**src/rtl/lock_pkg.sv**
```systemverilog
package lock_pkg;

  typedef enum logic [1:0] {
    ST_HUNT  = 2'd0,
    ST_LOCK  = 2'd1,
    ST_NOISY = 2'd2,
    ST_SLIP  = 2'd3
  } lk_state_e;

  function automatic logic hdr_good(input logic [1:0] h);
    return h[1] ^ h[0];
  endfunction

endpackage

```
**src/rtl/hdr_window.sv**
```systemverilog
module hdr_window #(
  parameter int LOCK_RUN   = 64,
  parameter int WIN_FRAMES = 64,
  parameter int UNLOCK_BAD = 32
) (
  input  logic clk,
  input  logic rst_n,
  input  logic clr,
  input  logic fv,
  input  logic good,
  output logic lock_hit,
  output logic unlock_hit
);
  localparam int RW = $clog2(LOCK_RUN + 1);
  localparam int FW = $clog2(WIN_FRAMES);
  localparam int BW = $clog2(WIN_FRAMES + 1);

  logic [RW-1:0] run_q;
  logic [FW-1:0] frm_q;
  logic [BW-1:0] bad_q;
  logic          win_end;

  assign win_end = (frm_q == FW'(WIN_FRAMES - 1));

  always_ff @(posedge clk) begin
    if (!rst_n || clr) begin
      run_q <= '0;
    end else if (fv) begin
      if (!good)                       run_q <= '0;
      else if (run_q != RW'(LOCK_RUN)) run_q <= run_q + 1'b1;
    end
  end

  always_ff @(posedge clk) begin
    if (!rst_n || clr) begin
      frm_q <= '0;
      bad_q <= '0;
    end else if (fv) begin
      if (win_end) begin
        frm_q <= '0;
        bad_q <= '0;
      end else begin
        frm_q <= frm_q + 1'b1;
        bad_q <= bad_q + BW'(!good);
      end
    end
  end

  assign lock_hit   = fv && good && !clr && (run_q == RW'(LOCK_RUN - 1));
  assign unlock_hit = fv && !good && !clr && (bad_q == BW'(UNLOCK_BAD - 1));

  AST_BAD_WITHIN_WIN: assert property (@(posedge clk) disable iff (!rst_n)
    int'(bad_q) <= int'(frm_q));
  AST_RUN_CLEARED: assert property (@(posedge clk) disable iff (!rst_n)
    clr |=> (run_q == '0) && (frm_q == '0));
endmodule

```
**src/rtl/ber_monitor.sv**
```systemverilog
module ber_monitor #(
  parameter int WIN_CYC = 256,
  parameter int BAD_TH  = 16
) (
  input  logic clk,
  input  logic rst_n,
  input  logic fv,
  input  logic good,
  output logic hi_ber
);
  localparam int TW = $clog2(WIN_CYC);
  localparam int EW = $clog2(BAD_TH + 1);

  logic [TW-1:0] tick_q;
  logic [EW-1:0] err_q;
  logic [EW:0]   err_nxt;
  logic          hit;

  assign err_nxt = {1'b0, err_q} + (EW+1)'(fv && !good);
  assign hit     = (err_nxt >= (EW+1)'(BAD_TH));

  always_ff @(posedge clk) begin
    if (!rst_n) begin
      tick_q <= '0;
      err_q  <= '0;
      hi_ber <= 1'b0;
    end else if (tick_q == TW'(WIN_CYC - 1)) begin
      tick_q <= '0;
      err_q  <= '0;
      hi_ber <= hit;
    end else begin
      tick_q <= tick_q + 1'b1;
      err_q  <= hit ? EW'(BAD_TH) : err_nxt[EW-1:0];
      if (hit) hi_ber <= 1'b1;
    end
  end

  AST_TICK_RANGE: assert property (@(posedge clk) disable iff (!rst_n)
    int'(tick_q) < WIN_CYC);
  AST_FLAG_FALLS_AT_EDGE: assert property (@(posedge clk) disable iff (!rst_n)
    $fell(hi_ber) |-> ($past(tick_q) == TW'(WIN_CYC - 1)));
endmodule

```
**src/rtl/lock_fsm.sv**
```systemverilog
module lock_fsm
  import lock_pkg::*;
(
  input  logic      clk,
  input  logic      rst_n,
  input  logic      lock_hit,
  input  logic      unlock_hit,
  input  logic      hi_ber,
  input  logic      slip_done,
  output lk_state_e st_q,
  output logic      slip_req,
  output logic      clr
);
  lk_state_e nxt;

  always_comb begin
    nxt = st_q;
    unique case (st_q)
      ST_HUNT:  if (unlock_hit) nxt = ST_SLIP;
                else if (lock_hit) nxt = ST_LOCK;
      ST_LOCK:  if (unlock_hit) nxt = ST_SLIP;
                else if (hi_ber) nxt = ST_NOISY;
      ST_NOISY: if (unlock_hit) nxt = ST_SLIP;
                else if (!hi_ber) nxt = ST_LOCK;
      ST_SLIP:  if (slip_done) nxt = ST_HUNT;
      default:  nxt = ST_HUNT;
    endcase
  end

  always_ff @(posedge clk) begin
    if (!rst_n) begin
      st_q     <= ST_HUNT;
      slip_req <= 1'b0;
    end else begin
      st_q     <= nxt;
      slip_req <= (nxt == ST_SLIP) && (st_q != ST_SLIP);
    end
  end

  assign clr = (st_q == ST_SLIP);

  AST_SLIP_ONE_CYCLE: assert property (@(posedge clk) disable iff (!rst_n)
    slip_req |=> !slip_req);
  AST_SLIP_HOLD: assert property (@(posedge clk) disable iff (!rst_n)
    (st_q == ST_SLIP && !slip_done) |=> (st_q == ST_SLIP));
  AST_SLIP_EXIT: assert property (@(posedge clk) disable iff (!rst_n)
    (st_q == ST_SLIP && slip_done) |=> (st_q == ST_HUNT));
  AST_UNLOCK_WINS: assert property (@(posedge clk) disable iff (!rst_n)
    (st_q != ST_SLIP && unlock_hit) |=> (st_q == ST_SLIP));
endmodule

```
**src/rtl/blk_lock_ctrl.sv**
```systemverilog
module blk_lock_ctrl
  import lock_pkg::*;
#(
  parameter int LOCK_RUN    = 64,
  parameter int WIN_FRAMES  = 64,
  parameter int UNLOCK_BAD  = 32,
  parameter int BER_WIN_CYC = 256,
  parameter int BER_BAD     = 16
) (
  input  logic       clk,
  input  logic       rst_n,
  input  logic       frm_vld,
  input  logic [1:0] frm_hdr,
  input  logic       slip_done,
  output logic       slip_req,
  output logic       sync_done,
  output logic [1:0] lock_state
);
  logic      good, lock_hit, unlock_hit, hi_ber, clr;
  lk_state_e st;

  assign good = hdr_good(frm_hdr);

  hdr_window #(
    .LOCK_RUN  (LOCK_RUN),
    .WIN_FRAMES(WIN_FRAMES),
    .UNLOCK_BAD(UNLOCK_BAD)
  ) u_win (
    .clk       (clk),
    .rst_n     (rst_n),
    .clr       (clr),
    .fv        (frm_vld),
    .good      (good),
    .lock_hit  (lock_hit),
    .unlock_hit(unlock_hit)
  );

  ber_monitor #(
    .WIN_CYC(BER_WIN_CYC),
    .BAD_TH (BER_BAD)
  ) u_ber (
    .clk   (clk),
    .rst_n (rst_n),
    .fv    (frm_vld),
    .good  (good),
    .hi_ber(hi_ber)
  );

  lock_fsm u_fsm (
    .clk       (clk),
    .rst_n     (rst_n),
    .lock_hit  (lock_hit),
    .unlock_hit(unlock_hit),
    .hi_ber    (hi_ber),
    .slip_done (slip_done),
    .st_q      (st),
    .slip_req  (slip_req),
    .clr       (clr)
  );

  assign sync_done  = (st == ST_LOCK);
  assign lock_state = st;

  AST_NOISY_QUIET: assert property (@(posedge clk) disable iff (!rst_n)
    (st == ST_NOISY) |-> (!slip_req && !sync_done));
  AST_LOCK_FROM_RUN: assert property (@(posedge clk) disable iff (!rst_n)
    (st == ST_HUNT && !lock_hit) |=> (st != ST_LOCK));
endmodule

```
**config.mk**
```make
export PLATFORM = sky130hd
export DESIGN_NAME = blk_lock_ctrl
export DESIGN_NICKNAME = d
export VERILOG_FILES = /design/src/rtl/lock_pkg.sv /design/src/rtl/hdr_window.sv /design/src/rtl/ber_monitor.sv /design/src/rtl/lock_fsm.sv /design/src/rtl/blk_lock_ctrl.sv
export SDC_FILE = /design/constraint.sdc
export NUM_CORES = 1
export LEC_CHECK = 0
export ABC_AREA = 1
export BUFFER_PORTS_ARGS = -buffer_cell sky130_fd_sc_hd__buf_4
export CORE_MARGIN = 2
export CORE_UTILIZATION = 45
export CTS_CLUSTER_SIZE = 14
export DETAILED_ROUTE_END_ITERATION = 7
export PLACE_DENSITY = 0.6
export RECOVER_POWER = 50
export SKIP_CTS_REPAIR_TIMING = 1
export SYNTH_ARGS = -nofsm -noshare
export SYNTH_HDL_FRONTEND = slang
export SYNTH_SLANG_ARGS = --single-unit
```
**constraint.sdc**
```tcl
create_clock -name clk -period 3.36 [get_ports clk]
set_input_delay 0.336 -clock clk [delete_from_list [all_inputs] [get_ports clk]]
set_output_delay 0.336 -clock clk [all_outputs]
set_load 0.05 [all_outputs]
```
**Word level (Yosys, flattened, before mapping)**

Cells that the tools add are included.
Widths: inputs -> output; s select.

- Register bits: 37
- Input bits: 6
- Output and inout port bits: 4

- Add/sub/neg operators: 5
- Order comparisons: 1
- Equality and inequality tests: 11
- Multiplexer cells: 15
- Bitwise logic cells: 2
- Reductions and logical operators: 16

Operators with widths:

| cell | number |
|---|---|
| $mux 7 | 3 |
| $mux 2 | 7 |
| $add 8x1->8 const B | 1 |
| $eq 8x8->1 const B | 1 |
| $pmux 2 s4 | 1 |
| $add 7x1->7 | 1 |
| $add 7x1->7 const B | 1 |
| $eq 7x5->1 const B | 1 |
| $eq 7x6->1 const B | 1 |
| $logic_and 1x1->1 | 7 |
| $ne 7x7->1 const B | 1 |
| $add 5x1->6 | 1 |
| $add 6x1->6 const B | 1 |
| $eq 2x2->1 const B | 3 |
| $eq 6x6->1 const B | 1 |
| $ge 6x5->1 const B | 1 |
| $mux 6 | 1 |
| $mux 5 | 1 |
| $ne 2x2->1 const B | 2 |
| $logic_not 1->1 | 3 |
| $reduce_or 3->1 | 1 |
| $eq 2x1->1 const B | 1 |
| $logic_not 2->1 | 1 |
| $mux 1 | 2 |
| other kinds (6) | 6 |

**Logic depth before layout (Yosys ltp)**

- Depth in word-level cells: 9
- Gate-level depth with buffers: 12
- Depth with buffers taken out: 12

**Hierarchy**

Synthesis repeated with hierarchy kept, for this count alone.

- Cell total of the unflattened synthesis: 279
- Area total of the unflattened synthesis: 1919.3 µm²

Modules (own cells, without submodules):

| module | times used | cells an instance | area an instance (µm²) | sequential area each (µm²) |
|---|---|---|---|---|
| hdr_window | 1 | 166 | 1093.5 | 400.4 |
| ber_monitor | 1 | 78 | 629.4 | 280.3 |
| lock_fsm | 1 | 28 | 170.2 | 60.1 |
| blk_lock_ctrl | 1 | 7 | 26.3 | 0.0 |

**Worst setup path before layout**

No wires, ideal clock.

- Kind: register to output
- Start point: register u_fsm.st_q[0]
- End point: output sync_done
- Data arrival time: 1.381 ns
- Setup slack: 1.643 ns
- Stages on the path, launching flop included: 3
- Cells stage by stage: dfxtp_1 inv_1 nor2_1

- Longest elaborated chain between the ends: 1

RTL lines:

| item | RTL line | source |
|---|---|---|
| start, declared | lock_fsm.sv:10 | `output lk_state_e st_q,` |
| start signal, assigned | lock_fsm.sv:35 | `st_q <= nxt;` |
| $eq 2x1->1 | blk_lock_ctrl.sv:61 | `assign sync_done = (st == ST_LOCK);` |
| end, declared | blk_lock_ctrl.sv:16 | `output logic sync_done,` |

No other way between the ends.

**Worst setup path in the final report**

- Start point: input frm_vld
- End point: register u_ber.err_q[0]

- Longest elaborated chain between the ends: 4

RTL lines:

| item | RTL line | source |
|---|---|---|
| start, declared | blk_lock_ctrl.sv:12 | `input logic frm_vld,` |
| $logic_and 1x1->1 * | ber_monitor.sv:19 | `assign err_nxt = {1'b0, err_q} + (EW+1)'(fv && !good);` |
| $add 5x1->6 * | ber_monitor.sv:19 |  |
| $ge 6x5->1 | ber_monitor.sv:20 | `assign hit = (err_nxt >= (EW+1)'(BAD_TH));` |
| $reduce_or 3->1 (no source line) | - |  |
| end signal, assigned | ber_monitor.sv:33 | `err_q <= hit ? EW'(BAD_TH) : err_nxt[EW-1:0];` |
| end, declared | ber_monitor.sv:15 | `logic [EW-1:0] err_q;` |

Mark *: on every way between the ends. The rest lies on a longest branch, timed or not.
A chain may end at the register's enable or synchronous reset.

==> flow_metrics.env <==
export IMPL_status="complete, no violations"
export IMPL_switching_power_mw=0.222
export IMPL_grt_usage_pct=15.2
export IMPL_yosys_top_cells_area="dfxtp_1, nand2_1, nor2_1"
export IMPL_yosys_warnings=0
export IMPL_clockBufferDepth=2
export IMPL_cts_buffers=5
export IMPL_p_leak_nw=0.800
export IMPL_hp_class="in2reg"
export IMPL_internal_power_mw=0.657
export IMPL_routed_wl_um=2930
export IMPL_finClkSkew_ns=0.00385
export IMPL_dieArea_um2=4480
export IMPL_core_area_um2=3740
export IMPL_die_h_um=66.9
export IMPL_cts_tree="yes"
export IMPL_synthCells=230
export IMPL_p_seq_share_pct=56.0
export IMPL_pwr_share_clk_pct=33.0
export IMPL_worst_setup_path_end_kind="register"
export IMPL_yosys_most_used_dff="dfxtp_1"
export IMPL_antenna_found_initial=0
export IMPL_start_util_pct=47.6
export IMPL_hold_viol_final=0
export IMPL_rsz0062_at_grt="no"
export IMPL_setup_viol=0
export IMPL_crit_arrival_ns=1.84
export IMPL_diodes=0
export IMPL_final_common_cell="nand2_1"
export IMPL_row_count=22
export IMPL_final_cells=294
export IMPL_synth_top_area_share_pct=41.6
export IMPL_synth_area_um2=1780
export IMPL_cts_sinks=37
export IMPL_worst_pin_slew_ns=0.767
export IMPL_fin_crit_ns=1.62
export IMPL_p_comb_share_pct=11.0
export IMPL_viasPerCell=4.64
export IMPL_cp_max_fo=12
export IMPL_synthDistinctLibCells=31
export IMPL_p_sw_share_pct=25.2
export IMPL_grt_pass1_vias=1214
export IMPL_drv_cap=0
export IMPL_critPathLaunchType="primary input"
export IMPL_fin_crit_sh_pct=48.4
export IMPL_numPortBuffers=9
export IMPL_routedWlPerCell_um=9.98
export IMPL_layout_common_cells="nand2_1, dfxtp_1, nor2_1"
export IMPL_hpwl_um=2260
export IMPL_synth_seq_cells=37
export IMPL_fmaxAchievable_mhz=615
export IMPL_overflow=0
export IMPL_worstPathRequired_ns=3.57
export IMPL_cts_root_buf="clkbuf_8"
export IMPL_finalWeightedCongestion=0.771
export IMPL_timing_setup_tns_ns=0
export IMPL_worstSetupPathType="in2reg"
export IMPL_detail_route_antenna_nets=0
export IMPL_grt_max_degree=13
export IMPL_vias=1363
export IMPL_yosysSeqAreaShare_pct=41.6
export IMPL_nets=259
export IMPL_clkTransAtPathRegs_ns=0.07
export IMPL_syn_to_final_growth_pct=8.57
export IMPL_clock_latency_ns=0.28
export IMPL_ios=10
export IMPL_holdWs_ns=0.332
export IMPL_powerDensity_nw_per_um2=455
export IMPL_drtIter0Drc=64
export IMPL_hold_path_depth=3
export IMPL_syn_nets=244
export IMPL_relSlewSlack_pct=48.3
export IMPL_synth_edff_count=0
export IMPL_dr_pass1_iters=4
export IMPL_reg2regPathDepth=5
export IMPL_irDropWorstVdd_mv=0.318
export IMPL_dieWidth_um=66.9
export IMPL_syn_avg_cell_area_um2=7.75
export IMPL_htree_levels=2
export IMPL_ys_async_sr_fraction_pct=0
export IMPL_drc_errors=0
export IMPL_synth_area_leader_cell="dfxtp_1"
export IMPL_grt_pass1_wl_um=5210
export IMPL_drive_gt1_share_pct=12.2
export IMPL_slew_violations=0
export IMPL_dp_cells=286
routing by layer:
layer / up-vias / track usage [%] / wire [um]
met1: 586 / 21.1 / 1560
met4: 0 / 4.59 / 21
met2: 12 / 23.1 / 1250
met3: 2 / 4.05 / 92
li1: 763 / - / -
met5: - / 0 / 0
critical path, cell delays in order:
cell,delay (ns)
buf_4,0.15
inv_1,0.22
nor2_4,0.07
ha_1,0.21
ha_1,0.22
and3_1,0.19
o21ai_1,0.19
nand2_1,0.14
nor2_1,0.10
sequential cells by signal (all words and copies together), names as in the netlist:
signal	count
u_ber.err_q	5
u_ber.hi_ber	1
u_ber.tick_q	8
u_fsm.slip_req	1
u_fsm.st_q	2
u_win.bad_q	7
u_win.frm_q	6
u_win.run_q	7
synthesized netlist by cell type, drive strengths merged, types with 2 or more instances:
master / count
xnor2: 4
nand3: 12
ha: 8
nor3: 6
xor2: 6
nand4: 4
nand2: 47
a21oi: 15
inv: 32
dfxtp: 37
nor3b: 2
nor2: 41
o21ai: 9
final timing paths:
kind	start	endpoint	slack (ns)
max	frm_vld	u_ber.err_q[0]	1.74
min	rst_n	u_ber.tick_q[6]	0.33
max reg2reg	u_win.frm_q[1]	u_win.bad_q[3]	1.75
min reg2reg	u_ber.tick_q[0]	u_ber.tick_q[0]	0.46
metrics by stage:
step	utilization, %	area [um2]	power [mW]	worst slack, ns
floorplan	-	1780	0.580	1.64
global placement	50.8	1900	0.603	1.47
detailed placement	50.8	1900	0.604	1.42
CTS	53.0	1980	0.900	1.72
global route	51.7	1930	0.935	1.52
finish	51.7	1930	0.880	1.74
layout make-up:
cell class | instances | area (um2)
inverters | 32 | 120
clock inverters | 2 | 10.0
flip-flops and latches | 37 | 741
repair buffers | 9 | 52.6
well taps | 48 | 60.1
fillers | 393 | 1810
multi-input cells | 160 | 878
clock buffers | 6 | 72.6
power by group through the flow:
stage / clock network [mW] / registers [mW] / logic (mW)
after floorplan: 0 / 0.498 / 0.0824
after global routing: 0.321 / 0.497 / 0.117
after CTS: 0.306 / 0.493 / 0.101
after global placement: 0 / 0.502 / 0.101
after detailed placement: 0 / 0.503 / 0.100
final: 0.290 / 0.493 / 0.0967
cell families (layout without fill, tap and decap cells):
family	after synthesis	after routing	synth area share [%]
flops	37	37	41.6
simple gates	114	114	31.5
fa+ha+maj	8	8	5.62
buf+inv	33	49	7.16
compound gates	28	28	9.27
xor+xnor	10	10	4.92
Power figures use the tool's default switching activity.
